===== src/rtl/bypass_pkg.sv =====
package bypass_pkg;
  localparam int SEL_W = 2;
  typedef enum logic [SEL_W-1:0] {
    SRC_REGFILE = 2'b00,
    SRC_OLDER   = 2'b01,
    SRC_NEWER   = 2'b10
  } byp_src_e;
endpackage


===== src/rtl/bypass_match.sv =====
module bypass_match #(
  parameter int IDX_W = 5
) (
  input  logic [IDX_W-1:0] src_idx,
  input  logic             prod_wen,
  input  logic [IDX_W-1:0] prod_dst,
  output logic             hit
);
  localparam logic [IDX_W-1:0] ZERO_IDX = '0;

  always_comb begin
    hit = prod_wen && (prod_dst != ZERO_IDX) && (prod_dst == src_idx);
  end
endmodule


===== src/rtl/bypass_select.sv =====
module bypass_select
  import bypass_pkg::*;
(
  input  logic     hit_newer,
  input  logic     hit_older,
  output byp_src_e src_sel
);
  always_comb begin
    if (hit_newer)      src_sel = SRC_NEWER;
    else if (hit_older) src_sel = SRC_OLDER;
    else                src_sel = SRC_REGFILE;
  end
endmodule


===== src/rtl/bypass_opmux.sv =====
module bypass_opmux
  import bypass_pkg::*;
#(
  parameter int DATA_W = 32
) (
  input  byp_src_e    src_sel,
  input  logic [DATA_W-1:0] rf_val,
  input  logic [DATA_W-1:0] newer_val,
  input  logic [DATA_W-1:0] older_val,
  output logic [DATA_W-1:0] opnd
);
  always_comb begin
    unique case (src_sel)
      SRC_NEWER:   opnd = newer_val;
      SRC_OLDER:   opnd = older_val;
      default:     opnd = rf_val;
    endcase
  end
endmodule


===== src/rtl/bypass_top.sv =====
module bypass_top
  import bypass_pkg::*;
#(
  parameter int IDX_W  = 5,
  parameter int DATA_W = 32
) (
  input  logic              clk,
  input  logic              rst,
  input  logic [IDX_W-1:0]  ex_src_a,
  input  logic [IDX_W-1:0]  ex_src_b,
  input  logic [DATA_W-1:0] rf_val_a,
  input  logic [DATA_W-1:0] rf_val_b,
  input  logic              exm_wen,
  input  logic [IDX_W-1:0]  exm_dst,
  input  logic [DATA_W-1:0] exm_val,
  input  logic              mwb_wen,
  input  logic [IDX_W-1:0]  mwb_dst,
  input  logic [DATA_W-1:0] mwb_val,
  output logic [SEL_W-1:0]  sel_a,
  output logic [SEL_W-1:0]  sel_b,
  output logic [DATA_W-1:0] opnd_a_q,
  output logic [DATA_W-1:0] opnd_b_q
);
  localparam int NUM_OPND = 2;

  logic [IDX_W-1:0]  src_idx [NUM_OPND];
  logic [DATA_W-1:0] rf_val  [NUM_OPND];
  byp_src_e          src_sel [NUM_OPND];
  logic [DATA_W-1:0] opnd_d  [NUM_OPND];
  logic [DATA_W-1:0] opnd_q  [NUM_OPND];

  assign src_idx[0] = ex_src_a;
  assign src_idx[1] = ex_src_b;
  assign rf_val[0]  = rf_val_a;
  assign rf_val[1]  = rf_val_b;

  for (genvar g = 0; g < NUM_OPND; g++) begin : g_opnd
    logic hit_newer;
    logic hit_older;

    bypass_match #(.IDX_W(IDX_W)) u_match_newer (
      .src_idx  (src_idx[g]),
      .prod_wen (exm_wen),
      .prod_dst (exm_dst),
      .hit      (hit_newer)
    );

    bypass_match #(.IDX_W(IDX_W)) u_match_older (
      .src_idx  (src_idx[g]),
      .prod_wen (mwb_wen),
      .prod_dst (mwb_dst),
      .hit      (hit_older)
    );

    bypass_select u_select (
      .hit_newer (hit_newer),
      .hit_older (hit_older),
      .src_sel   (src_sel[g])
    );

    bypass_opmux #(.DATA_W(DATA_W)) u_mux (
      .src_sel   (src_sel[g]),
      .rf_val    (rf_val[g]),
      .newer_val (exm_val),
      .older_val (mwb_val),
      .opnd      (opnd_d[g])
    );

    always_ff @(posedge clk) begin
      if (rst) opnd_q[g] <= '0;
      else     opnd_q[g] <= opnd_d[g];
    end
  end

  assign sel_a    = src_sel[0];
  assign sel_b    = src_sel[1];
  assign opnd_a_q = opnd_q[0];
  assign opnd_b_q = opnd_q[1];
endmodule


===== config.mk =====
export PLATFORM = sky130hd
export DESIGN_NAME = bypass_top
export DESIGN_NICKNAME = d
export VERILOG_FILES = /design/src/rtl/bypass_pkg.sv /design/src/rtl/bypass_match.sv /design/src/rtl/bypass_select.sv /design/src/rtl/bypass_opmux.sv /design/src/rtl/bypass_top.sv
export SDC_FILE = /design/constraint.sdc
export NUM_CORES = 1
export LEC_CHECK = 0
export CAP_MARGIN = 5
export CORE_MARGIN = 2
export CORE_UTILIZATION = 39
export CTS_CLUSTER_SIZE = 40
export DETAILED_ROUTE_END_ITERATION = 16
export PLACE_DENSITY = 0.82
export SETUP_SLACK_MARGIN = 0.5
export SYNTH_ARGS = -nofsm -noshare
export SYNTH_HDL_FRONTEND = slang
export SYNTH_SLANG_ARGS = --single-unit
export TNS_END_PERCENT = 50

===== constraint.sdc =====
create_clock -name clk -period 3.6 [get_ports clk]
set_clock_uncertainty 0.15 [all_clocks]
set_input_delay 0.9 -clock clk [delete_from_list [all_inputs] [get_ports clk]]
set_output_delay 0.9 -clock clk [all_outputs]
set_load 0.05 [all_outputs]

; ---- After elaboration in Yosys (flattened, before gate mapping)
; Memory sizes are Yosys's and may differ from the RTL's.
; Index checks and enable logic that the tools add are counted.
[word_totals]
ramBits = 64
input_bits = 152
register_bits = 0
word_cells = 30
memories = 1
output_inout_bits = 68
[mem_list]
columns = name, words, width, read_ports, rd_ports_with_merged_regs, write_ports, line_no
row1 = opnd_q, 2, 32, 2, 0, 2, bypass_top.sv:30  ; logic [DATA_W-1:0] opnd_q [NUM_OPND];
[classes]
eq_ne = 8
n_mux = 11
reduce_logical = 8
n_bitwise = 2
[ops]
columns = op, count
row1 = one-hot mux 32 bit (2 select lines), 2
row2 = 2-to-1 mux 32 bit, 2
row3 = equality test 5 bit, 4
row4 = nonzero test 5 bit, 2
row5 = logical AND 1 bit, 6
row6 = 2-to-1 mux 1 bit, 5
row7 = equality test 2 x 1 -> 1 bit (second input constant), 2
row8 = equality test 2 bit (second input constant), 2
row9 = 2-to-1 mux 2 bit, 2
row10 = OR 1 bit, 2

; ---- Depth between registers and ports, before layout
; Gate-level depths: netlist of the first run.
[logic_depth]
ltp_word = 8
mapped_depth = 7
ltp_nobuf = 5

; ---- Hierarchy
; From an unflattened synthesis of the first run, not the netlist that was laid out.
[unflattened]
cells_unflattened = 405
hier_area_um2 = 3539.6
[modules_own_cells]
columns = mod, n_inst, area_each_um2, seq_area_each_um2, cells_per_inst
row1 = bypass_top, 1, 1918.1, 1281.2, 135
row2 = bypass_opmux, 2, 636.9, 0.0, 113
row3 = bypass_match, 4, 76.3, 0.0, 10
row4 = bypass_select, 2, 21.3, 0.0, 2

; ---- Least setup slack after synthesis of the first run
; No wires, ideal clock.
[synth_path]
path_kind = input to output
from = input port exm_dst[4]
to = output port sel_b[0]
path_buffers = 1
setup_slack_ns = -0.962
t_arrival_ns = 3.512
stages = 6
required_time_ns = 2.550
cell_sequence = or4_4 > o2111ai_2 > or2_1 > buf_2 > inv_2 > nor4_1
[synth_via]
elab_chain_len = 4
word_cells_on_any_way = 5
cone_classes = eq/ne (1) / mux (1) / reduce/logical (3)
[synth_rtl]
columns = item, line_no
row1 = start: declaration, bypass_top.sv:14  ; input logic [IDX_W-1:0] exm_dst,
row2 = nonzero test 5 bit, bypass_match.sv:12  ; hit = prod_wen && (prod_dst != ZERO_IDX) && (prod_dst == src_idx);
row3 = logical AND 1 bit, bypass_match.sv:12
row4 = logical AND 1 bit (*), bypass_match.sv:12
row5 = net g_opnd[1].hit_newer, bypass_top.sv:38  ; logic hit_newer;
row6 = 2-to-1 mux 2 bit (*), bypass_select.sv:9  ; if (hit_newer) src_sel = SRC_NEWER;
row7 = end: declaration, bypass_top.sv:20  ; output logic [SEL_W-1:0] sel_b,
; The timed path passes the listed nets; every way through them passes the cells marked *.

; ---- Final worst setup path of the first run
[layout_path]
from = input port exm_dst[0]
to = output port sel_b[0]
[layout_via]
elab_chain_len = 4
word_cells_on_any_way = 5
cone_classes = eq/ne (1) / mux (1) / reduce/logical (3)
[layout_rtl]
columns = item, line_no
row1 = nonzero test 5 bit, bypass_match.sv:12
row2 = logical AND 1 bit, bypass_match.sv:12
row3 = logical AND 1 bit (*), bypass_match.sv:12
row4 = 2-to-1 mux 2 bit (*), bypass_select.sv:9
; Mark *: on every way between the ends. The rest lies on a longest branch, timed or not.

==> summary.md, run 1 <==
| Metric | Value |
|---|---|
| Cells after synthesis | `465` |
| Max H-tree Level | `3` |
| Number of CTS-inserted buffers | `9` |
| Die Y | `103 microns` |
| Hold Path Depth | `3` |
| HPWL Detailed | `~11 mm` |
| Area contributors post-synth | `dfxtp_1, a311oi_1, o31ai_1, nor3_1, or4_1` |
| Cell taking the most area after synthesis | `dfxtp_1` |
| Crit path DAT | `2.44 ns` |
| HP Start | `rf_val_b[5]` |
| CTS tree | `done` |
| Die area | `10600 sq um` |
| Post-synthesis net count | `617` |
| Layout cells sized above 1 | `0.115` |
| Port-buffer cells | `219` |
| Vias | `4949` |
| Biggest register | `opnd_q` |
| Layout area overhead | `70.6%` |
| Most frequent cells in the layout | `clkdlybuf4s50_1, dfxtp_1, o31ai_1, nor3_1, a311oi_1` |
| Seq/Total Area, Yosys | `0.334` |
| Total power | `2.25 mW` |
| Slowest stage delay, CP | `0.57 ns` |
| Status | `finished, final reports clean` |
| Sequential cell area | `1280 sq um` |
| Final GP Congestion | `approximately 0.9` |
| Fin nets | `808` |
| Vias per cell | `6.23` |
| Wire per inst | `between 20 and 25 microns` |
| Clock-pin slew on the worst setup and hold paths | `0.09 ns` |
| Detailed Routing Iterations Pass 1 | `5` |
| CP Capture Type | `output pin` |
| Total track usage | `0.293` |
| DR iter-0 viols | `347` |
| Slew headroom | `0.530` |
| Fmax | `286 MHz` |
| Num ports | `220` |
| Kind of critical path | `input port to output pin` |
| Largest net degree at the start of global routing | `65` |
| Part of the cycle the worst path needs | `0.970` |
| Crit-path slowest cell | `or4_4` |
| # diodes | `0` |
| Hold Vio Cnt, Final | `0` |
| Synthesis Warnings | `0` |
| Routed Antenna Nets | `0` |
| Worst Hold Class | `input port to flop` |
| Core area | `9640 sq um` |
| Starting density of the core | `0.397` |
| Dpl ws | `-0.279 ns` |
| CP Max Fanout | `2` |
| Final wirelength | `between 15 and 20 mm` |
| Commonest non-fill, non-tap cell in the layout | `clkdlybuf4s50_1` |
| Crit path cell chain | `buf_6 > or4_4 > o2111ai_4 > or2_4 > inv_4 > nor4_4 > buf_12` |
| Crit path launch type | `input port` |
| Hold Crit Endpoint | `opnd_q[1][5]` |
| Unrepaired setup endpoints after global routing | `true` |
| First-pass GRT wire length | `24.2 mm` |
| Origin of the worst setup path | `exm_dst[0]` |
| Leakage | `2.26 nW` |
| Largest registers | `opnd_q (64)` |
| CP Data Required Time | `2.55 ns` |
| Mean Syn Cell Area | `8.24 sq um` |
| Clk buf depth | `2` |
| Std-Cell Rows | `36` |
| Fill cell total of the finished layout | `784` |
| Fin crit period | `~3.5 ns` |
| Vias in the first global route | `4788` |
| Flops & latches, synth | `64` |
| Final Max Slew Viols | `0` |
| Final setup vio count | `0` |
| Initial antenna violation count | `0` |
| Clk sinks | `64` |
| Max FFs per register | `between 60 and 70` |
| Slew @ Worst Pin | `0.706 ns` |
| Hold_buf cts | `0` |
| DIE WIDTH | `103 microns` |
| Gr ovfl total | `0` |
| Clock root cell | `clkbuf_8` |
| Distinct cells, synth | `27` |
| Max-cap violation count | `0` |
| Peak supply drop | `approximately 0.19 mV` |
| Post-synth top area share | `0.334` |
| Mapped cell area | `around 3800 sq um` |
| Area of the multi-input gates | `around 2200 sq um` |
| Pwr dens | `between 300 and 400 nW/um^2` |
| DRC | `0` |
| Final non-filler cell area | `6540 sq um` |
| Area of placed instances | `6240 sq um` |
| Setup ws final | `0.108 ns` |
[metrics by stage]
step | utilization | hold slack (ns) | instances | setup TNS (ns)
after floorplan | - | 0.926 | 465 | -0.135
after global placement | 0.647 | 1.35 | 774 | -0.613
after detailed placement | 0.647 | 1.35 | 774 | -0.664
after CTS | 0.676 | 0.991 | 794 | 0
after global routing | 0.678 | 0.999 | 794 | 0
final | 0.678 | 1.00 | 794 | 0
[synthesized netlist by cell type]
library cell	n
o2111ai_2	2
inv_2	2
or4_4	1
inv_1	34
nand4_1	32
xnor2_1	15
nor2_1	1
clkbuf_1	41
a21boi_1	1
nor4_1	4
buf_2	25
o31ai_1	63
a311oi_1	63
or2_1	2
o31a_1	1
or3_1	2
xor2_1	5
nand2_1	1
buf_4	2
nor3_1	64
dfxtp_1	64
or4_1	31
o311a_1	1
a21bo_1	1
or2_2	1
buf_1	3
nand3_1	3
[worst max-delay path, delay by kind of cell]
family                 cells  cell delay [ns]
AO/OA/AOI/OAI              1             0.23
buffers and inverters      3             0.31
AND/OR/NAND/NOR            3             1.00
[kinds of logic (layout without fill, tap and decap cells)]
| logic type | after synthesis | in the layout | share of synthesized area |
|---|---|---|---|
| buffers and inverters | 107 | 303 | 0.115 |
| AOI/OAI and AO/OA | 132 | 132 | 0.285 |
| xor gates and xnor gates | 20 | 20 | 0.0457 |
| DFF | 64 | 64 | 0.334 |
| and+or+nand+nor | 142 | 142 | 0.220 |
[area by class of cell]
cell class	instances	area share
Timing Repair Buffer	251	0.382
Clock inverter	7	0.0145
Inverter	36	0.0211
Tap cell	133	0.0255
Sequential cell	64	0.196
Multi-Input combinational cell	294	0.342
Clock buffer	9	0.0190
[worst max-delay path by stage]
stage                           to  slack, ns  cells past startpoint
after floorplan           sel_b[0]      -0.08                      6
after detailed placement  sel_a[0]      -0.28                      7
after CTS                 sel_b[0]       0.11                      7
after global routing      sel_b[1]       0.07                      8
final                     sel_b[0]       0.11                      7
after global placement    sel_b[0]      -0.25                      7
[where the power goes]
group / switching (mW) / total [mW] / internal [mW]
sequential: 0.0129 / 0.768 / 0.755
combinational: 0.462 / 0.785 / 0.323
clock: 0.309 / 0.700 / 0.391
[per-layer routing]
layer | share of wire | vias up | GRT usage
met2 | 0.49 | 365 | 0.513
met5 | 0 | - | 0
met4 | 0.032 | 0 | 0.136
met3 | 0.10 | 53 | 0.0529
met1 | 0.38 | 2303 | 0.348
li1 | - | 2228 | -
[timing repair]
action,CTS,global route
gates resized for setup,22,8
endpoints found under the setup margin,4,4
pin swaps,6,7
setup buffers,4,0
Note: power is estimated with default switching activity, not from simulation.
==> run 2: changes to the inputs <==
--- a/config.mk
+++ b/config.mk
@@ -8,9 +8,11 @@
 export CAP_MARGIN = 5
 export CORE_MARGIN = 2
-export CORE_UTILIZATION = 39
+export CORE_UTILIZATION = 40
+export CTS_BUF_LIST = sky130_fd_sc_hd__clkbuf_2
 export CTS_CLUSTER_SIZE = 40
 export DETAILED_ROUTE_END_ITERATION = 16
-export PLACE_DENSITY = 0.82
+export PLACE_DENSITY = 0.84
 export SETUP_SLACK_MARGIN = 0.5
+export SKIP_CTS_REPAIR_TIMING = 1
 export SYNTH_ARGS = -nofsm -noshare
 export SYNTH_HDL_FRONTEND = slang
==> constraint.sdc (replaced) <==
create_clock -name clk -period 3.6 [get_ports clk]
set_clock_uncertainty 0.15 [all_clocks]
set_input_delay 0.54 -clock clk [delete_from_list [all_inputs] [get_ports clk]]
set_output_delay 0.54 -clock clk [all_outputs]
set_load 0.05 [all_outputs]
==> summary.md, run 2 (same netlist as run 1, synthesis figures left out) <==
| Metric | Value |
|---|---|
| Max-cap violation count | `0 (unchanged)` |
| DIE WIDTH | `102 microns (was 103 microns)` |
| Die Y | `102 microns (was 103 microns)` |
| Vias per cell | `6.26 (was 6.23)` |
| Number of CTS-inserted buffers | `9 (unchanged)` |
| Final GP Congestion | `0.929 (was 0.899)` |
| Commonest non-fill, non-tap cell in the layout | `clkdlybuf4s50_1 (unchanged)` |
| Hold Vio Cnt, Final | `0 (unchanged)` |
| Fin nets | `793 (was 808)` |
| HPWL Detailed | `11.1 mm (was 10.9 mm)` |
| Part of the cycle the worst path needs | `0.839 (was 0.970)` |
| Clock root cell | `clkbuf_2 (was clkbuf_8)` |
| Vias | `4855 (was 4949)` |
| Clk buf depth | `2 (unchanged)` |
| P_int | `1.29 mW (was 1.47 mW)` |
| Peak supply drop | `0.164 mV (was 0.186 mV)` |
| Max H-tree Level | `3 (unchanged)` |
| Die area | `10400 sq um (was 10600 sq um)` |
| Fmax | `331 MHz (was 286 MHz)` |
| First-pass GRT wire length | `23.4 mm (was 24.2 mm)` |
| Slew headroom | `0.186 (was 0.530)` |
| Post-layout util | `0.676 (was 0.678)` |
| Combinational fraction of design power | `0.376 (was 0.349)` |
| Wire per inst | `20.4 microns (was 20.6 microns)` |
| Std-Cell Rows | `35 (was 36)` |
| Fin crit period | `3.02 ns (was 3.49 ns)` |
| Vias in the first global route | `4699 (was 4788)` |
| Area of the multi-input gates | `2210 sq um (was 2230 sq um)` |
| Sequential cell area | `1280 sq um (unchanged)` |
| Met3 wire len | `1.68 mm (was 1.66 mm)` |
| Port-buffer cells | `219 (unchanged)` |
| Clock-pin slew on the worst setup and hold paths | `0.19 ns (was 0.09 ns)` |
| Final setup vio count | `0 (unchanged)` |
| Fill cell total of the finished layout | `759 (was 784)` |
| Worst Hold Class | `input port to flop (unchanged)` |
| Met2 wire len | `7.53 mm (was 8.02 mm)` |
| DRC | `0 (unchanged)` |
| Clk sinks | `64 (unchanged)` |
| Initial antenna violation count | `2 (was 0)` |
| CP Data Required Time | `2.91 ns (was 2.55 ns)` |
| Leakage | `2.10 nW (was 2.26 nW)` |
| Unrepaired setup endpoints after global routing | `false (was true)` |
| Uppermost layer routed | `met5 (was met4)` |
| Wl on met1 | `5.83 mm (was 6.14 mm)` |
| Routed Antenna Nets | `0 (unchanged)` |
| Status | `finished, final reports clean (unchanged)` |
| Core area | `9280 sq um (was 9640 sq um)` |
| Largest net degree at the start of global routing | `65 (unchanged)` |
| NetSw | `735 uW (was 784 uW)` |
| Pwr dens | `322 nW/um^2 (was 345 nW/um^2)` |
| Max FFs per register | `64 (unchanged)` |
| Layout area overhead | `63.7% (was 70.6%)` |
| DR iter-0 viols | `346 (was 347)` |
| Slew @ Worst Pin | `1.22 ns (was 0.706 ns)` |
| Crit path launch type | `input port (unchanged)` |
| Detailed Routing Iterations Pass 1 | `5 (unchanged)` |
| Share of power burned in registers | `0.381 (was 0.341)` |
| Biggest register | `opnd_q (unchanged)` |
| Largest registers | `opnd_q (64) (unchanged)` |
| Clock share of power | `0.243 (was 0.311)` |
| Kind of critical path | `input port to output pin (unchanged)` |
| Crit path DAT | `2.33 ns (was 2.44 ns)` |
| Total track usage | `0.291 (was 0.293)` |
| CTS tree | `done (unchanged)` |
| Most frequent cells in the layout | `clkdlybuf4s50_1, dfxtp_1, o31ai_1, nor3_1, a311oi_1 (unchanged)` |
| Starting density of the core | `0.413 (was 0.397)` |
| Final Max Slew Viols | `0 (unchanged)` |
| CP Capture Type | `output pin (unchanged)` |
| CP Max Fanout | `32 (was 2)` |
| Num ports | `220 (unchanged)` |
| Setup TNS | `0 ns (unchanged)` |
| Final wirelength | `15.8 mm (was 16.3 mm)` |
| Layout cells sized above 1 | `0.0806 (was 0.115)` |
| Gr ovfl total | `0 (unchanged)` |
| Sw Share | `0.363 (was 0.348)` |
run 2: cell types whose count changed in the layout (fill, tap and decap cells not counted), sizes merged:
cell	previous run	this run
clkdlybuf4s15	1	0
buf	40	22
diode	0	1
inv	37	36
clkbuf	9	10
clkdlybuf4s50	203	210
dlymetal6s2s	5	4
clkinvlp	1	0
dlygate4sd2	2	0
run 2: area by class of cell:
class | instances | share of cell area
antenna | 1 | 0.000399
clock buffer | 10 | 0.00798
clock inverter | 5 | 0.0116
inverter | 36 | 0.0215
multi-input combinational | 294 | 0.352
sequential | 64 | 0.204
tap | 129 | 0.0257
timing repair buffer | 236 | 0.377
run 2: stage by stage:
| step | power [mW] | setup WS, ns | cell area, sq um | hold WS, ns | cells |
|---|---|---|---|---|---|
| global route | 2.08 | 0.520 | 6270 | 0.444 | 775 |
| detailed placement | 1.53 | 0.272 | 6120 | 0.993 | 759 |
| CTS | 2.01 | 0.270 | 6240 | 0.438 | 774 |
| global placement | 1.52 | 0.303 | 6120 | 0.987 | 759 |
| floorplan | 1.17 | 0.338 | 3850 | 0.566 | 465 |
| finish | 2.02 | 0.579 | 6270 | 0.466 | 775 |
run 2: per-layer routing:
| metal | GRT usage | up-vias |
|---|---|---|
| met4 | 0.174 | 2 |
| met2 | 0.481 | 343 |
| met1 | 0.345 | 2244 |
| met5 | 0 | - |
| met3 | 0.0677 | 65 |
| li1 | - | 2201 |
run 2: power by group through the flow:
stage | combinational (mW) | clock, mW | sequential, mW
final | 0.761 | 0.491 | 0.771
after global routing | 0.794 | 0.517 | 0.774
after CTS | 0.749 | 0.493 | 0.771
after detailed placement | 0.746 | 0 | 0.786
after global placement | 0.736 | 0 | 0.785
after floorplan | 0.223 | 0 | 0.951
run 2: path summary, 6_finish.rpt:
| path | slack (ns) | from | cells after the start | endpoint |
|---|---|---|---|---|
| max | 0.58 | mwb_dst[0] | 5 | sel_a[0] |
| min | 0.47 | rf_val_b[22] | 3 | opnd_q[1][22] |
run 2: critical path: stages:
cell,delay (ns)
clkdlybuf4s50_1,0.49
nor4_2,0.54
a21bo_4,0.47
nor4_4,0.10
buf_12,0.17
==> run 3: changes to the inputs <==
clock period = 2.8 ns   (was 3.6 ns; I/O delays follow)
==> summary.md, run 3 (same netlist as run 1, synthesis figures left out) <==
| Metric | Value |
|---|---|
| Origin of the worst setup path | `ex_src_b[3] (was mwb_dst[0])` |
| Routed Antenna Nets | `0 (unchanged)` |
| Starting density of the core | `0.413 (unchanged)` |
| Pwr dens | `384 nW/um^2 (was 322 nW/um^2)` |
| Part of the cycle the worst path needs | `0.895` |
| Peak supply drop | `0.207 mV (was 0.164 mV)` |
| Hold Vio Cnt, Final | `0 (unchanged)` |
| Core area | `9280 sq um (unchanged)` |
| Worst Hold Class | `input port to flop (unchanged)` |
| Vias per cell | `6.33 (was 6.26)` |
| Clk buf depth | `2 (unchanged)` |
| Total track usage | `0.313 (was 0.291)` |
| Fin crit period | `2.51 ns` |
| Largest net degree at the start of global routing | `53 (was 65)` |
| DRC | `0 (unchanged)` |
| Biggest register | `opnd_q (unchanged)` |
| Gr ovfl total | `0 (unchanged)` |
| Fin cells | `790 (was 775)` |
| Number of CTS-inserted buffers | `9 (unchanged)` |
| DR iter-0 viols | `469 (was 346)` |
| Fmax | `approximately 400 MHz` |
| Layout cells sized above 1 | `0.112 (was 0.0806)` |
| Num ports | `220 (unchanged)` |
| Worst path top cell family by delay | `buffers and inverters (unchanged)` |
| CP Max Fanout | `3 (was 32)` |
| Fill cell total of the finished layout | `720 (was 759)` |
| Std-Cell Rows | `35 (unchanged)` |
| Crit-path slowest cell | `clkdlybuf4s50_1 (was nor4_2)` |
| Final GP Congestion | `0.986 (was 0.929)` |
| Clk sinks | `64 (unchanged)` |
| Max-cap violation count | `0 (unchanged)` |
| Total power | `2.49 mW (was 2.02 mW)` |
| Crit path DAT | `1.94 ns (was 2.33 ns)` |
| Post-Place Cells | `772 (was 759)` |
| CTS tree | `done (unchanged)` |
| Detailed Routing Iterations Pass 1 | `6 (was 5)` |
| Post-layout util | `0.699 (was 0.676)` |
| First-pass GRT wire length | `25.2 mm (was 23.4 mm)` |
| Clock-pin slew on the worst setup and hold paths | `0.20 ns (was 0.19 ns)` |
| Final Max Slew Viols | `0 (unchanged)` |
| Clock root cell | `clkbuf_2 (unchanged)` |
| Max H-tree Level | `3 (unchanged)` |
| Hold slack | `0.326 ns (was 0.466 ns)` |
| Commonest non-fill, non-tap cell in the layout | `clkdlybuf4s50_1 (unchanged)` |
| Crit path cell chain | `clkdlybuf4s50_1 > xor2_1 > or2_4 > nor4_4 > buf_12 (was clkdlybuf4s50_1 > nor4_2 > a21bo_4 > nor4_4 > buf_12)` |
| Vias | `5002 (was 4855)` |
| Most frequent cells in the layout | `clkdlybuf4s50_1, dfxtp_1, o31ai_1, nor3_1, a311oi_1 (unchanged)` |
| Fin nets | `810 (was 793)` |
| Final setup vio count | `0 (unchanged)` |
| Initial antenna violation count | `0 (was 2)` |
| # diodes | `0 (was 1)` |
| Port-buffer cells | `219 (unchanged)` |
| Vias in the first global route | `4974 (was 4699)` |
| Max FFs per register | `64 (unchanged)` |
| Slew headroom | `0.613 (was 0.186)` |
| Final wirelength | `17.3 mm (was 15.8 mm)` |
| Wire per inst | `21.9 microns (was 20.4 microns)` |
| Setup ws final | `0.293 ns (was 0.579 ns)` |
| Critical path buffers and inverters | `2 (unchanged)` |
| Die Y | `102 microns (unchanged)` |
| Slew @ Worst Pin | `0.579 ns (was 1.22 ns)` |
| DIE WIDTH | `102 microns (unchanged)` |
| Leakage | `2.32 nW (was 2.10 nW)` |
| Die area | `10400 sq um (unchanged)` |
| WP depth | `5 (unchanged)` |
| Kind of critical path | `input port to output pin (unchanged)` |
| Dpl ws | `-0.135 ns (was 0.272 ns)` |
| Status | `finished, final reports clean (unchanged)` |
| Crit path launch type | `input port (unchanged)` |
| CP Data Required Time | `2.23 ns (was 2.91 ns)` |
| Slowest stage delay, CP | `0.48 ns (was 0.54 ns)` |
| Largest registers | `opnd_q (64) (unchanged)` |
| HPWL Detailed | `12.0 mm (was 11.1 mm)` |
| CP Capture Type | `output pin (unchanged)` |
| Layout area overhead | `69.4% (was 63.7%)` |
| CP Capture Point | `sel_b[0] (was sel_a[0])` |
| Unrepaired setup endpoints after global routing | `true (was false)` |
==> run 3: cell count changes in the layout (fill, tap and decap cells not counted), moves of 2 or more <==
cell	delta
clkdlybuf4s50_1	-15
dlymetal6s2s_1	+12
buf_4	+9
buf_12	+7
xnor2_1	-3
xnor2_2	+3
bufinv_16	-2
clkinv_2	+2
or2_1	+2
==> run 3: report_power, final <==
| group | total, mW | internal, mW | switching (mW) |
|---|---|---|---|
| combinational | 1.04 | 0.435 | 0.608 |
| sequential | 0.991 | 0.972 | 0.0186 |
| clock | 0.457 | 0.0997 | 0.358 |
==> run 3: through the flow <==
stage / setup TNS, ns / cell area (sq um)
5_1_grt: 0 / 6490
6_report: 0 / 6490
3_3_place_gp: -0.179 / 6290
4_1_cts: -0.256 / 6360
3_5_place_dp: -0.259 / 6290
2_1_floorplan: 0 / 3860
==> run 3: area by class of cell <==
type,count,area [sq um],area share
well taps,129,161,0.0249
inverters,36,135,0.0208
multi-input cells,294,2220,0.343
clock buffers,9,45.0,0.00694
flip-flops and latches,64,1280,0.197
clock inverters,5,26.3,0.00405
repair buffers,253,2620,0.403
==> run 3: worst min-delay path by stage <==
stage | start | end | cells past startpoint
floorplan | rf_val_b[11] | opnd_q[1][11] | 2
global placement | rst | opnd_q[1][31] | 2
detailed placement | rst | opnd_q[0][10] | 3
CTS | rst | opnd_q[0][6] | 2
global route | rf_val_a[23] | opnd_q[0][23] | 3
finish | rf_val_a[6] | opnd_q[0][6] | 3
==> run 3: per-layer routing <==
layer,up-vias,track usage,part of all wire
met2,408,0.515,0.47
met4,0,0.186,0.054
met5,-,0,0
met1,2276,0.377,0.37
met3,85,0.0650,0.11
li1,2233,-,-
==> run 3: tightest hold or removal path: cells and delay by family <==
family                 cells  cell delay (ns)
buffers and inverters      1             0.40
AOI/OAI and AO/OA          2             0.15
